File: config.mk
export PLATFORM = sky130hd
export DESIGN_NAME = tpg_top
export DESIGN_NICKNAME = d
export VERILOG_FILES = /design/src/rtl/tpg_pkg.sv /design/src/rtl/tpg_mode_dec.sv /design/src/rtl/tpg_slide_ofs.sv /design/src/rtl/tpg_ramp.sv /design/src/rtl/tpg_top.sv
export SDC_FILE = /design/constraint.sdc
export NUM_CORES = 1
export LEC_CHECK = 0
export ABC_AREA = 0
export BUFFER_PORTS_ARGS = -buffer_cell sky130_fd_sc_hd__buf_2
export CAP_MARGIN = 30
export CORE_MARGIN = 2
export CORE_UTILIZATION = 45
export CTS_CLUSTER_SIZE = 12
export DETAILED_ROUTE_END_ITERATION = 10
export GPL_TIMING_DRIVEN = 1
export PLACE_DENSITY = 0.65
export SLEW_MARGIN = 10
export SYNTH_ARGS = -nofsm -noshare
export SYNTH_HDL_FRONTEND = slang
export SYNTH_SLANG_ARGS = --single-unit
File: constraint.sdc
create_clock -name clk -period 5.6 [get_ports clk]
set_input_delay 0.84 -clock clk [delete_from_list [all_inputs] [get_ports clk]]
set_output_delay 0.84 -clock clk [all_outputs]
set_load 0.005 [all_outputs]
File: src/rtl/tpg_pkg.sv
package tpg_pkg;
  typedef enum logic [1:0] {
    PM_VIDEO = 2'b00,
    PM_FIXED = 2'b01,
    PM_SLIDE = 2'b10,
    PM_SPARE = 2'b11
  } pat_mode_e;
endpackage

File: src/rtl/tpg_mode_dec.sv
module tpg_mode_dec
  import tpg_pkg::*;
(
  input  logic [1:0] sel,
  output logic       use_pat,
  output logic       use_slide
);
  pat_mode_e mode;

  always_comb begin
    mode      = pat_mode_e'(sel);
    use_pat   = (mode == PM_FIXED) || (mode == PM_SLIDE);
    use_slide = (mode == PM_SLIDE);
  end
endmodule

File: src/rtl/tpg_slide_ofs.sv
module tpg_slide_ofs #(
  parameter int PIX_W      = 12,
  parameter int SLIDE_STEP = 2
) (
  input  logic             clk,
  input  logic             rst_n,
  input  logic             use_slide,
  input  logic             fval,
  output logic [PIX_W-1:0] ofs
);
  logic             fval_q;
  logic             armed_q, armed_nxt;
  logic [PIX_W-1:0] ofs_q, ofs_nxt;
  logic             frame_rise;

  always_comb begin
    frame_rise = fval && !fval_q;
    armed_nxt  = armed_q;
    ofs_nxt    = ofs_q;
    if (!use_slide) begin
      armed_nxt = 1'b0;
      ofs_nxt   = '0;
    end else if (frame_rise) begin
      armed_nxt = 1'b1;
      if (armed_q) ofs_nxt = ofs_q + PIX_W'(SLIDE_STEP);
    end
  end

  always_ff @(posedge clk or negedge rst_n) begin
    if (!rst_n) begin
      fval_q  <= 1'b0;
      armed_q <= 1'b0;
      ofs_q   <= '0;
    end else begin
      fval_q  <= fval;
      armed_q <= armed_nxt;
      ofs_q   <= ofs_nxt;
    end
  end

  assign ofs = ofs_q;
endmodule

File: src/rtl/tpg_ramp.sv
module tpg_ramp #(
  parameter int PIX_W      = 12,
  parameter int LINE_PIX   = 2096,
  parameter int RAMP_START = 960,
  parameter int RAMP_SHIFT = 1
) (
  input  logic                        clk,
  input  logic                        rst_n,
  input  logic                        lval,
  input  logic                        pix_en,
  input  logic [PIX_W-1:0]            ofs,
  output logic [PIX_W-1:0]            px,
  output logic [$clog2(LINE_PIX)-1:0] idx
);
  localparam int IDX_W = $clog2(LINE_PIX);
  localparam logic [IDX_W-1:0] IDX_LAST = IDX_W'(LINE_PIX - 1);

  logic [IDX_W-1:0] idx_q, idx_nxt;
  logic [PIX_W-1:0] px_q, px_nxt;
  logic [IDX_W:0]   half;
  logic             px_ce;

  always_comb begin
    px_ce   = lval && pix_en;
    half    = ({1'b0, idx_q} + 1'b1) >> RAMP_SHIFT;
    idx_nxt = idx_q;
    px_nxt  = px_q;
    if (!lval) begin
      idx_nxt = '0;
    end else if (px_ce) begin
      px_nxt = PIX_W'(RAMP_START) + ofs + PIX_W'(half);
      if (idx_q != IDX_LAST) idx_nxt = idx_q + 1'b1;
    end
  end

  always_ff @(posedge clk or negedge rst_n) begin
    if (!rst_n) begin
      idx_q <= '0;
      px_q  <= '0;
    end else begin
      idx_q <= idx_nxt;
      px_q  <= px_nxt;
    end
  end

  assign px  = px_q;
  assign idx = idx_q;
endmodule

File: src/rtl/tpg_top.sv
module tpg_top #(
  parameter int PIX_W      = 12,
  parameter int LINE_PIX   = 2096,
  parameter int RAMP_START = 960,
  parameter int RAMP_SHIFT = 1,
  parameter int SLIDE_STEP = 2
) (
  input  logic             clk,
  input  logic             rst_n,
  input  logic [1:0]       sel,
  input  logic             fval,
  input  logic             lval,
  input  logic             pix_en,
  output logic [PIX_W-1:0] pat_px,
  output logic             pat_active
);
  localparam int IDX_W = $clog2(LINE_PIX);

  logic             use_pat, use_slide;
  logic [PIX_W-1:0] slide_ofs;
  logic [IDX_W-1:0] pix_idx;
  logic             act_q, act_nxt;

  tpg_mode_dec u_dec (
    .sel       (sel),
    .use_pat   (use_pat),
    .use_slide (use_slide)
  );

  tpg_slide_ofs #(.PIX_W(PIX_W), .SLIDE_STEP(SLIDE_STEP)) u_slide (
    .clk       (clk),
    .rst_n     (rst_n),
    .use_slide (use_slide),
    .fval      (fval),
    .ofs       (slide_ofs)
  );

  tpg_ramp #(
    .PIX_W(PIX_W), .LINE_PIX(LINE_PIX),
    .RAMP_START(RAMP_START), .RAMP_SHIFT(RAMP_SHIFT)
  ) u_ramp (
    .clk    (clk),
    .rst_n  (rst_n),
    .lval   (lval),
    .pix_en (pix_en),
    .ofs    (slide_ofs),
    .px     (pat_px),
    .idx    (pix_idx)
  );

  always_comb act_nxt = use_pat;

  always_ff @(posedge clk or negedge rst_n) begin
    if (!rst_n) act_q <= 1'b0;
    else        act_q <= act_nxt;
  end

  assign pat_active = act_q;
endmodule

==> impl_results.md, run 1 <==
* FILL cells at 511
* Crit-path cells: nand3_1 > nor2_2 > nand3_1 > xor2_1 > ha_1 > inv_1 > ha_1 > o21a_1 > or2_2 > a31o_2 > a2111oi_0 > nor3_1
* Main combinational cell family by area after synthesis: simple AND/OR/NAND/NOR gates
* Rows at 26
* Period utilisation layout at 57.9%
* Vias in the first global route at 1,653
* Xor and xnor area share after synthesis at 13.5%
* Top post-synthesis cells by area: dfrtp_1 41%, ha_1 12%, xnor2_1 9.0%, xor2_1 4.5%, nand2_1 3.7%
* Adder-Cell Fraction of Synth Area at 11.8%
* Final instance area at 0.00265 mm^2
* Ant diodes at 0
* Most used DFF post-synth: dfrtp_1
* Simple-gate share of the synthesized area at 16.9%
* Clock tree buffer depth at 2
* ANT nets after route at 0
* Peak supply drop at 0.121 mV
* Max_cap viols at 0
* GRT overflow at 0
* CP endpoint kind: flip-flop
* Mapped Nets at 273
* Drt first pass iters at 4
* Boundary Pins at 20
* EDFF count, synth at 0
* Layout cells sized above 1 at 13.9%
* Avg Cell Area, Syn at 9.59 um^2
* Slew @ Worst Pin at 0.638 ns
* Worst hold path type: reg2reg
* H-tree depth at 2
* Port-buffer cells at 19
* Register area share after synthesis at 40.6%
* Vias at 1,655
* Starting Density at 46.1%
* Final setup viols at 0
* CTS buffer count at 5
* Worst rel slew slack at 57.3%
* Compound-Gate Fraction of Synth Area at 10.4%
* Area of the core at 0.00507 mm^2
* Synth area leader: dfrtp_1
* Worst Clk Skew at 0.0143 ns
* Final design utilization at 52.2%
* Crit Path Class: reg2reg
* First-pass GRT wire length at 7.51 mm
* Post-DP Area at 0.00249 mm^2
* Area fraction of the dominant cell type after synthesis at 40.6%
* Slew Viols, Final at 0
* CTS Hold Buffers Added at 0
* Post-Route WL at 4.23 mm
* Synth warn at 0
* Initial DRC Count at 71
* Residual DRC at 0
* FF+latch count, synth at 38
* WL/cell at 12.6 um
* Final GP Congestion at 0.803
* CTS root buffer: clkbuf_8
* Netlist cell types at 41
* Max Fclk at 308 MHz
* RSZ-0062 raised after global routing: no
* HPWL after detailed placement at 3.16 mm
* Crit path arrival time at 3.40 ns
* Width of the die at 76.1 um
* CTS tree: done
* Synth top cells by count: 38 x dfrtp_1, 24 x xnor2_1, 23 x nand2_1, 22 x ha_1, 22 x inv_1
* Startpoint Class: flip-flop
* Clock latency on the worst-skew pair at 0.30 ns
* Clock transition at path regs at 0.08 ns
* Mux cell area share after synthesis at 1.87%
* Top-count cell post-synth: dfrtp_1
* Final net count at 294
* Post-CTS setup buffers at 0
* Synthesized cell area at 0.00234 mm^2
* Largest net degree at the start of global routing at 39
* DP Worst Slack at 2.39 ns
* Vias/cell at 4.93
* Fin crit period at 3.24 ns
* Setup TNS Final at 0 ns
* Asr flop ratio synth at 100%
* Hold Vio Cnt, Final at 0
* CP Max Fanout at 6
* Initial antenna violation count at 0
* Slowest cell on crit path: dfrtp_1
* Synth Instances at 244
* Slowest stage delay, CP at 0.44 ns
* CTS sink count at 38
* DIE AREA at 0.00580 mm^2
* All-Layer GR Usage at 16.1%
* Leak Pwr at 1.24 nW
* # resized after CTS at 0
* Die Height at 76.1 um
* Pwr/cell area at 230 mW/mm^2
* Setup WS post-layout at 2.36 ns
* Area grow syn2layout at 13.1%
* Outcome: finished clean
* Crit path required time at 5.75 ns
path summary, 6_finish.rpt:
path                               startpoint        endpoint  slack (ns)  depth (start not counted)
max in group asynchronous               rst_n   u_ramp.idx[8]        4.90                          2
worst max-delay path            u_ramp.idx[2]   u_ramp.px[10]        2.36                         12
worst min register to register   u_ramp.px[8]    u_ramp.px[8]        0.48                          2
worst max register to register  u_ramp.idx[2]   u_ramp.px[10]        2.36                         12
worst min-delay path             u_ramp.px[8]    u_ramp.px[8]        0.48                          2
min in group asynchronous               rst_n  u_slide.ofs[4]        0.49                          2
report_power, final:
| group | total (mW) | switching, mW | internal (mW) |
|---|---|---|---|
| Sequential | 0.289 | 0.00493 | 0.284 |
| Combinational | 0.0384 | 0.0217 | 0.0167 |
| Clock | 0.281 | 0.103 | 0.179 |
| Total | 0.608 | 0.129 | 0.479 |
layout by cell type (no fill, tap or decap), types with 2 or more instances in the layout:
master | Yosys | layout
xnor2_1 | 24 | 24
nand4_1 | 4 | 4
bufinv_16 | 0 | 2
a21boi_0 | 3 | 3
inv_1 | 22 | 22
a211oi_1 | 3 | 3
nor4_1 | 2 | 2
ha_1 | 22 | 22
nand2_1 | 23 | 23
o21ai_0 | 14 | 14
a21oi_1 | 7 | 7
nand3_1 | 7 | 7
or3_1 | 2 | 2
nor2b_1 | 4 | 4
and3_1 | 2 | 2
and2_1 | 6 | 6
mux2_2 | 3 | 3
xor2_1 | 12 | 12
buf_2 | 0 | 19
clkbuf_8 | 0 | 5
nor3_1 | 3 | 3
nor2_1 | 18 | 18
o21ai_1 | 2 | 2
dfrtp_1 | 38 | 38
stage by stage:
step                hold slack [ns]  total power [mW]  cells
floorplan                     0.473             0.313    244
global placement              0.459             0.332    327
detailed placement            0.468             0.332    327
CTS                           0.485             0.615    335
global route                  0.501             0.636    336
finish                        0.476             0.608    336
kinds of logic (layout without fill, tap and decap cells):
family,count (synthesis),in the layout
compound gates,37,37
xor+xnor,36,36
fa+ha+maj,22,22
buf+inv,28,50
flops,38,38
mux,4,4
simple gates,79,79
cell type report:
cell class / count / area [um^2] / area share [%]
clock buffer: 5 / 68.8 / 2.60
inverter: 22 / 82.6 / 3.12
multi-input combinational: 178 / 1270 / 48.1
clock inverter: 3 / 68.8 / 2.60
tap: 70 / 87.6 / 3.31
timing repair buffer: 20 / 115 / 4.35
sequential: 38 / 951 / 35.9
state kept, by name (all words and copies together), names as in the netlist:
signal and count:
u_slide.ofs 11, u_ramp.px 12, pat_active 1, u_ramp.idx 12
u_slide.fval_q 1, u_slide.armed_q 1
critical path, delay by kind of cell (launching register included):
| kind | cells | cell delay (ns) |
|---|---|---|
| simple gates | 5 | 0.95 |
| fa+ha+maj | 2 | 0.61 |
| xor+xnor | 1 | 0.18 |
| flops | 1 | 0.44 |
| buf+inv | 1 | 0.04 |
| compound gates | 3 | 0.87 |
routing by layer:
layer / part of all wire [%] / global-route usage [%]
met1: 49 / 20.6
met2: 47 / 27.4
met3: 3.5 / 2.49
met4: 0.97 / 6.55
met5: 0 / 0
Note: power is estimated with default switching activity, not from simulation.
==> run 2: changes to the inputs <==
clock period = 3.2 ns   (was 5.6 ns; I/O delays follow)
==> run 2 against run 1 <==
Worst setup slack worse by 2.2 ns. Non-clock buffer count is 7 higher. Sequential power is 75% higher. Combinational power is 74% higher. Via count is 2.6% higher. Flip-flop and latch count stayed put. Count of clock-buffer cells in the layout is 1 higher. First-iteration DRC count is 15% lower. Power is 51% higher.
==> impl_results.md, run 2 (same netlist as run 1, synthesis figures left out) <==
* Pwr/cell area at 345 mW/mm^2
* CTS root buffer: clkbuf_8
* Final setup viols at 0
* Crit Path Class: reg2reg
* Hold Vio Cnt, Final at 0
* Die Height at 76.1 um
* Clock transition at path regs at 0.08 ns
* Post-Route WL at 4.26 mm
* Clock latency on the worst-skew pair at 0.30 ns
* Max_cap viols at 0
* Vias at 1,698
* Post-placement cell count at 334
* Pwr Total at 918 uW
* Vias/cell at 4.95
* Initial DRC Count at 60
* CTS tree: done
* First-pass GRT wire length at 7.45 mm
* Worst rel slew slack at 45.1%
* Crit path required time at 3.36 ns
* Fin crit period at 3.04 ns
* Area of the core at 0.00507 mm^2
* CTS Hold Buffers Added at 0
* Width of the die at 76.1 um
* CTS buffer count at 5
* Slowest cell on crit path: dfrtp_1
* Outcome: finished clean
* Vias in the first global route at 1,644
* Boundary Pins at 20
* Largest net degree at the start of global routing at 39
* Startpoint Class: flip-flop
* CTS sink count at 38
* CP endpoint kind: flip-flop
* CP Buf/Inv Count at 1
* Residual DRC at 0
* Worst Clk Skew at 0.0109 ns
* Slew @ Worst Pin at 0.824 ns
* Port-buffer cells at 19
* Area grow syn2layout at 13.6%
* Final GP Congestion at 0.806
* FILL cells at 509
* GRT overflow at 0
* Clock tree buffer depth at 2
* HPWL after detailed placement at 3.19 mm
* Worst hold path type: in2async
* Layout cells sized above 1 at 17.6%
* CP Max Fanout at 4
* Ant diodes at 0
* Peak supply drop at 0.193 mV
* Max Fclk at 329 MHz
* Drt first pass iters at 4
* All-Layer GR Usage at 15.9%
* R2R Setup Slk at 0.16 ns
* H-tree depth at 2
* Crit path arrival time at 3.20 ns
* Final design utilization at 52.4%
* Final net count at 301
* Worst hold slack at 0.276 ns
* Final Non-Filler Cells at 343
* Slew Viols, Final at 0
* Most frequent cell on the critical path: ha_1
* Crit-path cells: ha_2 > nand4_1 > nor2_2 > nand2_1 > xor2_1 > ha_1 > inv_1 > ha_1 > o21a_1 > or2_2 > a31o_2 > a2111oi_2 > nor3_1
* WL/cell at 12.4 um
* Most frequent standard cell in the layout excluding fill and tap cells: dfrtp_1
* Leak Pwr at 1.24 nW
* Period utilisation layout at 95.0%
* Rows at 26
* Slowest stage delay, CP at 0.39 ns
* Commonest non-fill, non-tap cells in the layout: 38 x dfrtp_1, 24 x xnor2_1, 23 x nand2_1
* ANT nets after route at 0
* Initial antenna violation count at 0
* Top delay family on crit path: adder cells
* Starting Density at 46.1%
* DIE AREA at 0.00580 mm^2
==> run 2: per-stage QoR <==
stage               TNS, ns  setup WS, ns  cell area (um^2)
CTS                       0         0.100              2640
global placement          0         0.151              2540
global route        -0.0677       -0.0677              2660
finish                    0         0.160              2660
floorplan                 0         0.208              2340
detailed placement        0         0.121              2540
==> run 2: final cells by class <==
cell class / instances / area [um^2] / share of cell area [%]
Clock buffer: 6 / 82.6 / 3.11
Clock inverter: 2 / 12.5 / 0.471
Inverter: 22 / 82.6 / 3.11
Multi-Input combinational cell: 178 / 1290 / 48.4
Sequential cell: 38 / 951 / 35.8
Tap cell: 70 / 87.6 / 3.29
Timing Repair Buffer: 27 / 155 / 5.84
==> run 2: final timing paths <==
check | from | to | cells after the start
min | rst_n | u_slide.ofs[7] | 1
max in group asynchronous | rst_n | u_ramp.idx[6] | 1
max reg2reg | u_ramp.idx[0] | u_ramp.px[10] | 13
max | u_ramp.idx[0] | u_ramp.px[10] | 13
min reg2reg | u_ramp.px[8] | u_ramp.px[8] | 2
min in group clk | fval | u_slide.fval_q | 1
==> run 2: timing repair <==
item	CTS	global route
setup endpoints to repair	0	1
resized for setup	0	5
setup buffers	0	1
endpoints found under the hold margin	0	0
==> run 2: routing by layer <==
metal | vias up | track usage, % | wire, um
li1 | 876 | - | -
met3 | 6 | 3.55 | 157
met1 | 784 | 20.8 | 2080
met2 | 32 | 25.9 | 1950
met5 | - | 0 | 0
met4 | 0 | 6.00 | 75
==> run 2: report_power, final <==
group          switching, mW  total, mW  internal (mW)
Clock                  0.173      0.346          0.173
Sequential           0.00905      0.506          0.497
Combinational         0.0380     0.0669         0.0289
Total                  0.220      0.918          0.699
